**src/rtl/ramtest_pkg.sv**
```systemverilog
package ramtest_pkg;
   typedef enum logic [1:0] {
      ST_IDLE  = 2'd0,
      ST_WRITE = 2'd1,
      ST_READ  = 2'd2,
      ST_DRAIN = 2'd3
   } rt_state_e;
endpackage

```
**src/rtl/rt_addr_seq.sv**
```systemverilog
module rt_addr_seq #(
   parameter int unsigned ADDR_W = 16,
   parameter int unsigned WIN_LO = 'h0040,
   parameter int unsigned WIN_HI = 'h9FFF
) (
   input  logic              clk,
   input  logic              rst_n,
   input  logic              load,
   input  logic              step,
   output logic [ADDR_W-1:0] addr,
   output logic              at_last
);
   localparam logic [ADDR_W-1:0] LO_A = ADDR_W'(WIN_LO);
   localparam logic [ADDR_W-1:0] HI_A = ADDR_W'(WIN_HI);

   always_ff @(posedge clk or negedge rst_n) begin
      if (!rst_n)    addr <= LO_A;
      else if (load) addr <= LO_A;
      else if (step) addr <= addr + 1'b1;
   end

   assign at_last = (addr == HI_A);
endmodule

```
**src/rtl/rt_pattern_gen.sv**
```systemverilog
module rt_pattern_gen #(
   parameter int unsigned DATA_W     = 8,
   parameter int unsigned PROG_SCANS = 256
) (
   input  logic              clk,
   input  logic              rst_n,
   input  logic              clear,
   input  logic              scan_done,
   output logic [DATA_W-1:0] pattern,
   output logic              progress
);
   localparam int unsigned CNT_W = $clog2(PROG_SCANS);
   localparam bit          POW2  = ((PROG_SCANS & (PROG_SCANS - 1)) == 0);

   logic [CNT_W-1:0] scan_cnt;
   logic             wrap;

   generate
      if (POW2) begin : g_pow2
         assign wrap = &scan_cnt;
         always_ff @(posedge clk or negedge rst_n) begin
            if (!rst_n)         scan_cnt <= '0;
            else if (clear)     scan_cnt <= '0;
            else if (scan_done) scan_cnt <= scan_cnt + 1'b1;
         end
      end else begin : g_mod
         assign wrap = (scan_cnt == CNT_W'(PROG_SCANS - 1));
         always_ff @(posedge clk or negedge rst_n) begin
            if (!rst_n)         scan_cnt <= '0;
            else if (clear)     scan_cnt <= '0;
            else if (scan_done) scan_cnt <= wrap ? '0 : scan_cnt + 1'b1;
         end
      end
   endgenerate

   always_ff @(posedge clk or negedge rst_n) begin
      if (!rst_n) begin
         pattern  <= '0;
         progress <= 1'b0;
      end else begin
         progress <= scan_done && wrap && !clear;
         if (clear)          pattern <= '0;
         else if (scan_done) pattern <= pattern + 1'b1;
      end
   end
endmodule

```
**src/rtl/rt_compare.sv**
```systemverilog
module rt_compare #(
   parameter int unsigned ADDR_W = 16,
   parameter int unsigned DATA_W = 8
) (
   input  logic              clk,
   input  logic              rst_n,
   input  logic              issue,
   input  logic [ADDR_W-1:0] issue_addr,
   input  logic [DATA_W-1:0] rdata,
   input  logic [DATA_W-1:0] pattern,
   output logic              mismatch,
   output logic [ADDR_W-1:0] pend_addr
);
   logic pend_valid;

   always_ff @(posedge clk or negedge rst_n) begin
      if (!rst_n) begin
         pend_valid <= 1'b0;
         pend_addr  <= '0;
      end else begin
         pend_valid <= issue;
         if (issue) pend_addr <= issue_addr;
      end
   end

   assign mismatch = pend_valid && (rdata != pattern);
endmodule

```
**src/rtl/ram_scan_tester.sv**
```systemverilog
module ram_scan_tester
   import ramtest_pkg::*;
#(
   parameter int unsigned ADDR_W     = 16,
   parameter int unsigned DATA_W     = 8,
   parameter int unsigned WIN_LO     = 'h0040,
   parameter int unsigned WIN_HI     = 'h9FFF,
   parameter int unsigned PROG_SCANS = 256
) (
   input  logic              clk,
   input  logic              rst_n,
   input  logic              start,
   input  logic              abort,
   output logic [ADDR_W-1:0] ram_addr,
   output logic [DATA_W-1:0] ram_wdata,
   output logic              ram_we,
   input  logic [DATA_W-1:0] ram_rdata,
   output logic              busy,
   output logic              progress,
   output logic              done,
   output logic              fail,
   output logic [ADDR_W-1:0] fail_addr,
   output logic [DATA_W-1:0] fail_exp,
   output logic [DATA_W-1:0] fail_obs
);
   generate
      if (WIN_HI < WIN_LO) begin : g_bad_window
         $error("ram_scan_tester: WIN_HI below WIN_LO");
      end
      if (ADDR_W < 32 && WIN_HI >= (32'd1 << ADDR_W)) begin : g_bad_width
         $error("ram_scan_tester: window exceeds address width");
      end
      if (PROG_SCANS < 2) begin : g_bad_prog
         $error("ram_scan_tester: PROG_SCANS must be at least 2");
      end
   endgenerate

   rt_state_e         state, nxt;
   logic              addr_load, addr_step, at_last;
   logic              scan_done, issue, mismatch;
   logic [ADDR_W-1:0] addr, pend_addr;
   logic [DATA_W-1:0] pattern;
   logic              launch, aborting;

   assign launch   = start && (state == ST_IDLE);
   assign aborting = abort && (state != ST_IDLE);

   always_comb begin
      nxt       = state;
      addr_load = 1'b0;
      addr_step = 1'b0;
      scan_done = 1'b0;
      issue     = 1'b0;
      unique case (state)
         ST_IDLE: begin
            if (start) begin
               nxt       = ST_WRITE;
               addr_load = 1'b1;
            end
         end
         ST_WRITE: begin
            if (at_last) begin
               nxt       = ST_READ;
               addr_load = 1'b1;
            end else begin
               addr_step = 1'b1;
            end
         end
         ST_READ: begin
            if (mismatch) begin
               nxt = ST_IDLE;
            end else begin
               issue = 1'b1;
               if (at_last) nxt = ST_DRAIN;
               else         addr_step = 1'b1;
            end
         end
         ST_DRAIN: begin
            if (mismatch) begin
               nxt = ST_IDLE;
            end else begin
               nxt       = ST_WRITE;
               addr_load = 1'b1;
               scan_done = 1'b1;
            end
         end
         default: nxt = ST_IDLE;
      endcase
      if (aborting) begin
         nxt       = ST_IDLE;
         scan_done = 1'b0;
         issue     = 1'b0;
      end
   end

   always_ff @(posedge clk or negedge rst_n) begin
      if (!rst_n) begin
         state <= ST_IDLE;
         done  <= 1'b0;
      end else begin
         state <= nxt;
         done  <= (state != ST_IDLE) && (nxt == ST_IDLE);
      end
   end

   always_ff @(posedge clk or negedge rst_n) begin
      if (!rst_n) begin
         fail      <= 1'b0;
         fail_addr <= '0;
         fail_exp  <= '0;
         fail_obs  <= '0;
      end else if (launch) begin
         fail <= 1'b0;
      end else if (mismatch && !aborting && state != ST_IDLE) begin
         fail      <= 1'b1;
         fail_addr <= pend_addr;
         fail_exp  <= pattern;
         fail_obs  <= ram_rdata;
      end
   end

   rt_addr_seq #(
      .ADDR_W(ADDR_W), .WIN_LO(WIN_LO), .WIN_HI(WIN_HI)
   ) u_addr (
      .clk(clk), .rst_n(rst_n), .load(addr_load), .step(addr_step),
      .addr(addr), .at_last(at_last)
   );

   rt_pattern_gen #(
      .DATA_W(DATA_W), .PROG_SCANS(PROG_SCANS)
   ) u_pat (
      .clk(clk), .rst_n(rst_n), .clear(launch), .scan_done(scan_done),
      .pattern(pattern), .progress(progress)
   );

   rt_compare #(
      .ADDR_W(ADDR_W), .DATA_W(DATA_W)
   ) u_cmp (
      .clk(clk), .rst_n(rst_n), .issue(issue), .issue_addr(addr),
      .rdata(ram_rdata), .pattern(pattern), .mismatch(mismatch),
      .pend_addr(pend_addr)
   );

   assign ram_addr  = addr;
   assign ram_wdata = pattern;
   assign ram_we    = (state == ST_WRITE);
   assign busy      = (state != ST_IDLE);
endmodule

```
**config.mk**
```make
export PLATFORM = sky130hd
export DESIGN_NAME = ram_scan_tester
export DESIGN_NICKNAME = d
export VERILOG_FILES = /design/src/rtl/ramtest_pkg.sv /design/src/rtl/rt_addr_seq.sv /design/src/rtl/rt_pattern_gen.sv /design/src/rtl/rt_compare.sv /design/src/rtl/ram_scan_tester.sv
export SDC_FILE = /design/constraint.sdc
export NUM_CORES = 1
export LEC_CHECK = 0
export BUFFER_PORTS_ARGS = -buffer_cell sky130_fd_sc_hd__buf_2
export CAP_MARGIN = 20
export CORE_MARGIN = 5
export CORE_UTILIZATION = 30
export CTS_CLUSTER_DIAMETER = 200
export CTS_CLUSTER_SIZE = 25
export DETAILED_ROUTE_END_ITERATION = 6
export SYNTH_ARGS = -nofsm -noshare
export SYNTH_HDL_FRONTEND = slang
export SYNTH_SLANG_ARGS = --single-unit
```
**constraint.sdc**
```tcl
create_clock -name clk -period 5.9 [get_ports clk]
set_input_delay 1.77 -clock clk [delete_from_list [all_inputs] [get_ports clk]]
set_output_delay 1.77 -clock clk [all_outputs]
set_load 0.02 [all_outputs]
```
== Word level (Yosys, flattened, before mapping) ==
Cells that the tools add are included.
Word-level totals
  bits in registers: 86
  output and inout port bits: 61
Operators by class
  $add $sub $neg: 3
  equality and inequality tests: 5
  mux-type cells: 26
  bitwise gates (word level): 1
  reduce and logical (&&, ||, !) cells: 18
Operators with widths (number)
  2-to-1 mux 16 bit: 2
  2-to-1 mux 8 bit: 4
  adder 16 x 1 -> 16 bit, second input constant: 1
  adder 8 x 1 -> 8 bit, second input constant: 2
  == test 16 bit, second input constant: 1
  2-to-1 mux 1 bit: 12
  2-to-1 mux 2 bit: 5
  logical AND 1 bit: 8
  inequality test 8 bit: 1
  one-hot mux 2 bit (4 select lines): 1
  AND reduction 8 bit: 1
  nonzero test 2 bit: 4
  == test 2 bit, second input constant: 2
  logical NOT 2 bit: 2
  one-hot mux 1 bit (3 select lines): 1
  == test 2 x 1 -> 1 bit, second input constant: 1
  logical NOT 1 bit: 2
  one-hot mux 1 bit (2 select lines): 1
  AND reduction 2 bit: 1
  NOT 1 bit: 1

== Depth between registers and ports, before layout ==
  depth after elaboration: 7
  gate-level depth with buffers: 10

== Cells and area by module ==
Synthesis repeated with hierarchy kept, for this count alone.
Unflattened totals
  cells, all modules: 315
  area total of the unflattened synthesis: 4090.2 um^2
By module, submodules not included
  ram_scan_tester: times used 1, cells each 107, area an instance 1681.6 um^2, sequential area each 900.9 um^2
  rt_addr_seq: times used 1, cells each 86, area an instance 854.6 um^2, sequential area each 401.6 um^2
  rt_pattern_gen: times used 1, cells each 76, area an instance 789.5 um^2, sequential area each 425.4 um^2
  rt_compare: times used 1, cells each 46, area an instance 764.5 um^2, sequential area each 425.4 um^2

== Worst setup path after synthesis ==
OpenSTA, ideal clock, no wires.
  path kind: input-to-reg
  start: input ram_rdata[1]
  end: register u_cmp.pend_addr[0]
  arrival time: 3.141 ns
  slack: 2.632 ns
  cell stages on the path: 7
  path buffers: 2
  path through: xnor2_1 -> nand4_1 -> o21ai_4 -> and3_1 -> buf_2 -> buf_6 -> mux2_1
Between the ends
  cells in the longest elaborated chain, start to end: 5
Ends and longest elaborated chain
  start: declaration: RTL line ram_scan_tester.sv:17  | input logic [DATA_W-1:0] ram_rdata,
  inequality test 8 bit: RTL line rt_compare.sv:26  | assign mismatch = pend_valid && (rdata != pattern);
  logical AND 1 bit: RTL line rt_compare.sv:26
  2-to-1 mux 1 bit: RTL line ram_scan_tester.sv:70  | if (mismatch) begin
  2-to-1 mux 1 bit: RTL line ram_scan_tester.sv:54  | unique case (state)
  2-to-1 mux 1 bit: RTL line ram_scan_tester.sv:89  | if (aborting) begin
  named net issue: RTL line ram_scan_tester.sv:40  | logic scan_done, issue, mismatch;
  end signal: assignment: RTL line rt_compare.sv:22  | if (issue) pend_addr <= issue_addr;
  end: declaration: RTL line rt_compare.sv:12  | output logic [ADDR_W-1:0] pend_addr
The timed path passes the listed nets, and every way through them passes these cells.
A chain may end at the register's enable or synchronous reset.

== Final worst setup path ==
  start: input ram_rdata[4]
  end: register fail_obs[5]
Between the ends
  cells in the longest elaborated chain, start to end: 5
Ends and longest elaborated chain
  inequality test 8 bit: RTL line rt_compare.sv:26
  logical AND 1 bit: RTL line rt_compare.sv:26
  logical AND 1 bit (2 in series): RTL line ram_scan_tester.sv:114  | end else if (mismatch && !aborting && state != ST_IDLE) begin
  AND reduction 2 bit (no source line)
  end signal: assignment: RTL line ram_scan_tester.sv:118  | fail_obs <= ram_rdata;
  end: declaration: RTL line ram_scan_tester.sv:24  | output logic [DATA_W-1:0] fail_obs
No other way between the ends.

==> impl_metrics.tcl <==
set metrics [dict create \
    die_height_um 126 \
    final-hold-violation-count 0 \
    p_sw_share_pct 28.2 \
    slew_viol_final 0 \
    switchingPower_uw 384 \
    ys_types 46 \
    critPathKind "in2reg" \
    insertion_delay_ns 0.33 \
    async_flop_share_pct 100 \
    ctsResizeCount 0 \
    drive_above_1_share_pct 25.5 \
    post_cts_buffers 0 \
    rsz0062_at_grt "false" \
    post-route-util_pct 36.7 \
    setup_viol 0 \
    finalWorstSetupSlack_ns 2.08 \
    seq_area_frac_synth_pct 53.6 \
    synth.top_cell.area_share_pct 52.9 \
    grt_start_max_net_pins 87 \
    yosysTopAreaCell "dfrtp_1" \
    fin_crit_sh_pct 64.8 \
    tightest_slew_ns 0.879 \
    die_w_um 126 \
    pwr-share-seq_pct 45.6 \
    final_cell_area_mm2 0.00484 \
    port_buffers 72 \
    place_area_mm2 0.00452 \
    critPathLaunchType "primary input" \
    drt-vias-per-instance 4.83 \
    area_growth_pct 20.5 \
    core_mm2 0.0132 \
    clkSinkCount 86 \
    synth_top_flop_cell "dfrtp_1" \
    wirelength_um 8880 \
    grt_pass1_vias 2897 \
    power_frac_clock_pct 39.1 \
    synth_area_mm2 0.00402 \
    syn_nets 361 \
    synth_edf_count 0 \
    drtPass1Iterations 4 \
    synth_commonest_cells "dfrtp_1, mux2_1, nand2_1" \
    synth_most_common_cell "dfrtp_1" \
    max-cap-violations 0 \
    clkSlewWorstSetupHoldPaths_ns 0.06 \
    remaining_drc_errors 0 \
    antenna_cells 0 \
    hp-class "reg2reg" \
    numCtsBuffers 9 \
    grt_overflow 0 \
    rows 42 \
    post_drt_wl_per_cell_um 15.0 \
    total_leakage_power_nw 2.43 \
    postRouteAntennaNets 0 \
    tns_ns 0 \
    end_kind "register" \
    status "finished, final reports clean" \
    num_vias 2857 \
    gp_congestion 0.796 \
    dp_slack_ns 1.72 \
    power_density_mw_per_mm2 281 \
    cp_data_required_time_ns 6.11 \
    final_cells 591 \
    cts_tree "built" \
    dp_cells 574 \
    pin_count 73 \
    dp_hpwl_um 6320 \
    yosys-top-cells-area "dfrtp_1, mux2_1, xnor2_1, nand2_1, mux2_2" \
    cts_root_buffer "clkbuf_16" \
    fmax_ghz 0.262 \
    cts_max_path_buffers 2 \
    start_util_pct 30.5 \
    nNetsFinal 429 \
    synth_seq_cells 86 \
    maxSlewHeadroom_pct 41.2 \
    ir_drop_mv 0.141 \
    finClkSkew_ns 0.00541 \
    synthCells 342 \
    grt_use_total_pct 11.8 \
    cts_htree_levels 3 \
    grt_first_pass_wirelength_um 15100 \
    fin_hold_ws_ns 0.477 \
    antenna_found_initial 0 \
    path_max_fanout 33 \
    holdBufCountCts 0 \
    yosysWarnings 0 \
    power_mw 1.36 \
    die_area_mm2 0.0158 \
    drt_iter0_drc 161 \
    syn_area_per_cell_um2 11.7 \
    p_int_uw 976 \
    fin_crit_ns 3.82 \
    combPwrFrac_pct 15.3 \
    arrival_ns 4.03 \
]
sequential cells by signal, summed over array words and instances (netlist names):
name,cells
done,1
fail,1
fail_addr,16
fail_exp,8
fail_obs,8
state,2
u_addr.addr,16
u_cmp.pend_addr,16
u_cmp.pend_valid,1
u_pat.pattern,8
u_pat.progress,1
u_pat.scan_cnt,8
worst paths after layout:
check / start / endpoint / slack [ns] / cells after the start
max: ram_rdata[4] / fail_obs[5]$_DFFE_PN0P_ / 2.08 / 6
min: u_cmp.pend_addr[11]$_DFFE_PN0P_ / u_cmp.pend_addr[11]$_DFFE_PN0P_ / 0.48 / 1
max reg2reg: u_pat.pattern[4]$_DFFE_PN0P_ / fail_obs[5]$_DFFE_PN0P_ / 3.16 / 5
min reg2reg: u_cmp.pend_addr[11]$_DFFE_PN0P_ / u_cmp.pend_addr[11]$_DFFE_PN0P_ / 0.48 / 1
max in group asynchronous: rst_n / u_addr.addr[6]$_DFFE_PN1P_ / 3.85 / 2
min in group asynchronous: rst_n / fail_addr[4]$_DFFE_PN0P_ / 1.40 / 1
power by group through the flow:
stage | Clock [mW] | Combinational, mW | Sequential [mW]
after floorplan | 0 | 0.136 | 0.638
after global routing | 0.575 | 0.239 | 0.623
final | 0.532 | 0.209 | 0.620
after CTS | 0.552 | 0.211 | 0.620
after detailed placement | 0 | 0.209 | 0.631
after global placement | 0 | 0.206 | 0.631
worst max-delay path, cell delays in order:
cell	delay [ns]
buf_2	0.11
xnor2_1	0.17
and4_1	0.26
a21boi_2	0.50
nand2_2	0.67
mux2_1	0.54
cells in the final DEF, fill, tap and decap left out, types with 4 or more instances in the layout:
cell | netlist | final
o21ai_0 | 4 | 4
buf_2 | 9 | 71
and2_1 | 6 | 6
xnor2_1 | 20 | 20
ha_1 | 7 | 7
inv_1 | 4 | 4
nand2_1 | 26 | 25
mux2i_1 | 4 | 4
dfrtp_1 | 85 | 85
mux2_2 | 8 | 8
mux2_1 | 40 | 40
nand2b_1 | 6 | 6
nand4_1 | 7 | 7
nor2_1 | 22 | 22
and3_1 | 7 | 7
and4_1 | 6 | 6
nor3_1 | 6 | 6
nand3_1 | 14 | 14
a21oi_1 | 10 | 10
o31ai_1 | 6 | 6
or4_1 | 6 | 6
clkbuf_16 | 0 | 9
per-layer routing:
metal	global-route usage [%]	up-vias	wire length, µm
li1	-	1360	-
met1	17.4	1411	4560
met2	16.9	73	3760
met3	2.84	13	394
met4	4.27	0	163
met5	0	-	0
area by class of cell:
type	count	area [µm²]
Tap cell	176	220
Inverter	4	15.0
Timing Repair Buffer	73	390
Multi-Input combinational cell	236	1770
Sequential cell	86	2150
Clock inverter	3	17.5
Fill cell	1332	8350
Clock buffer	13	270
cells by family (layout without fill, tap and decap cells):
logic type                 after synthesis  after routing  synth area share (%)
and+or+nand+nor                        117            117                  16.1
DFF                                     86             86                  53.6
muxes                                   52             52                  14.5
AOI/OAI and AO/OA                       37             37                  6.32
xor gates and xnor gates                23             23                  5.01
buffers and inverters                   20             93                  2.34
adders and majority gates                7              7                  2.18
Note: power is estimated with default switching activity, not from simulation.
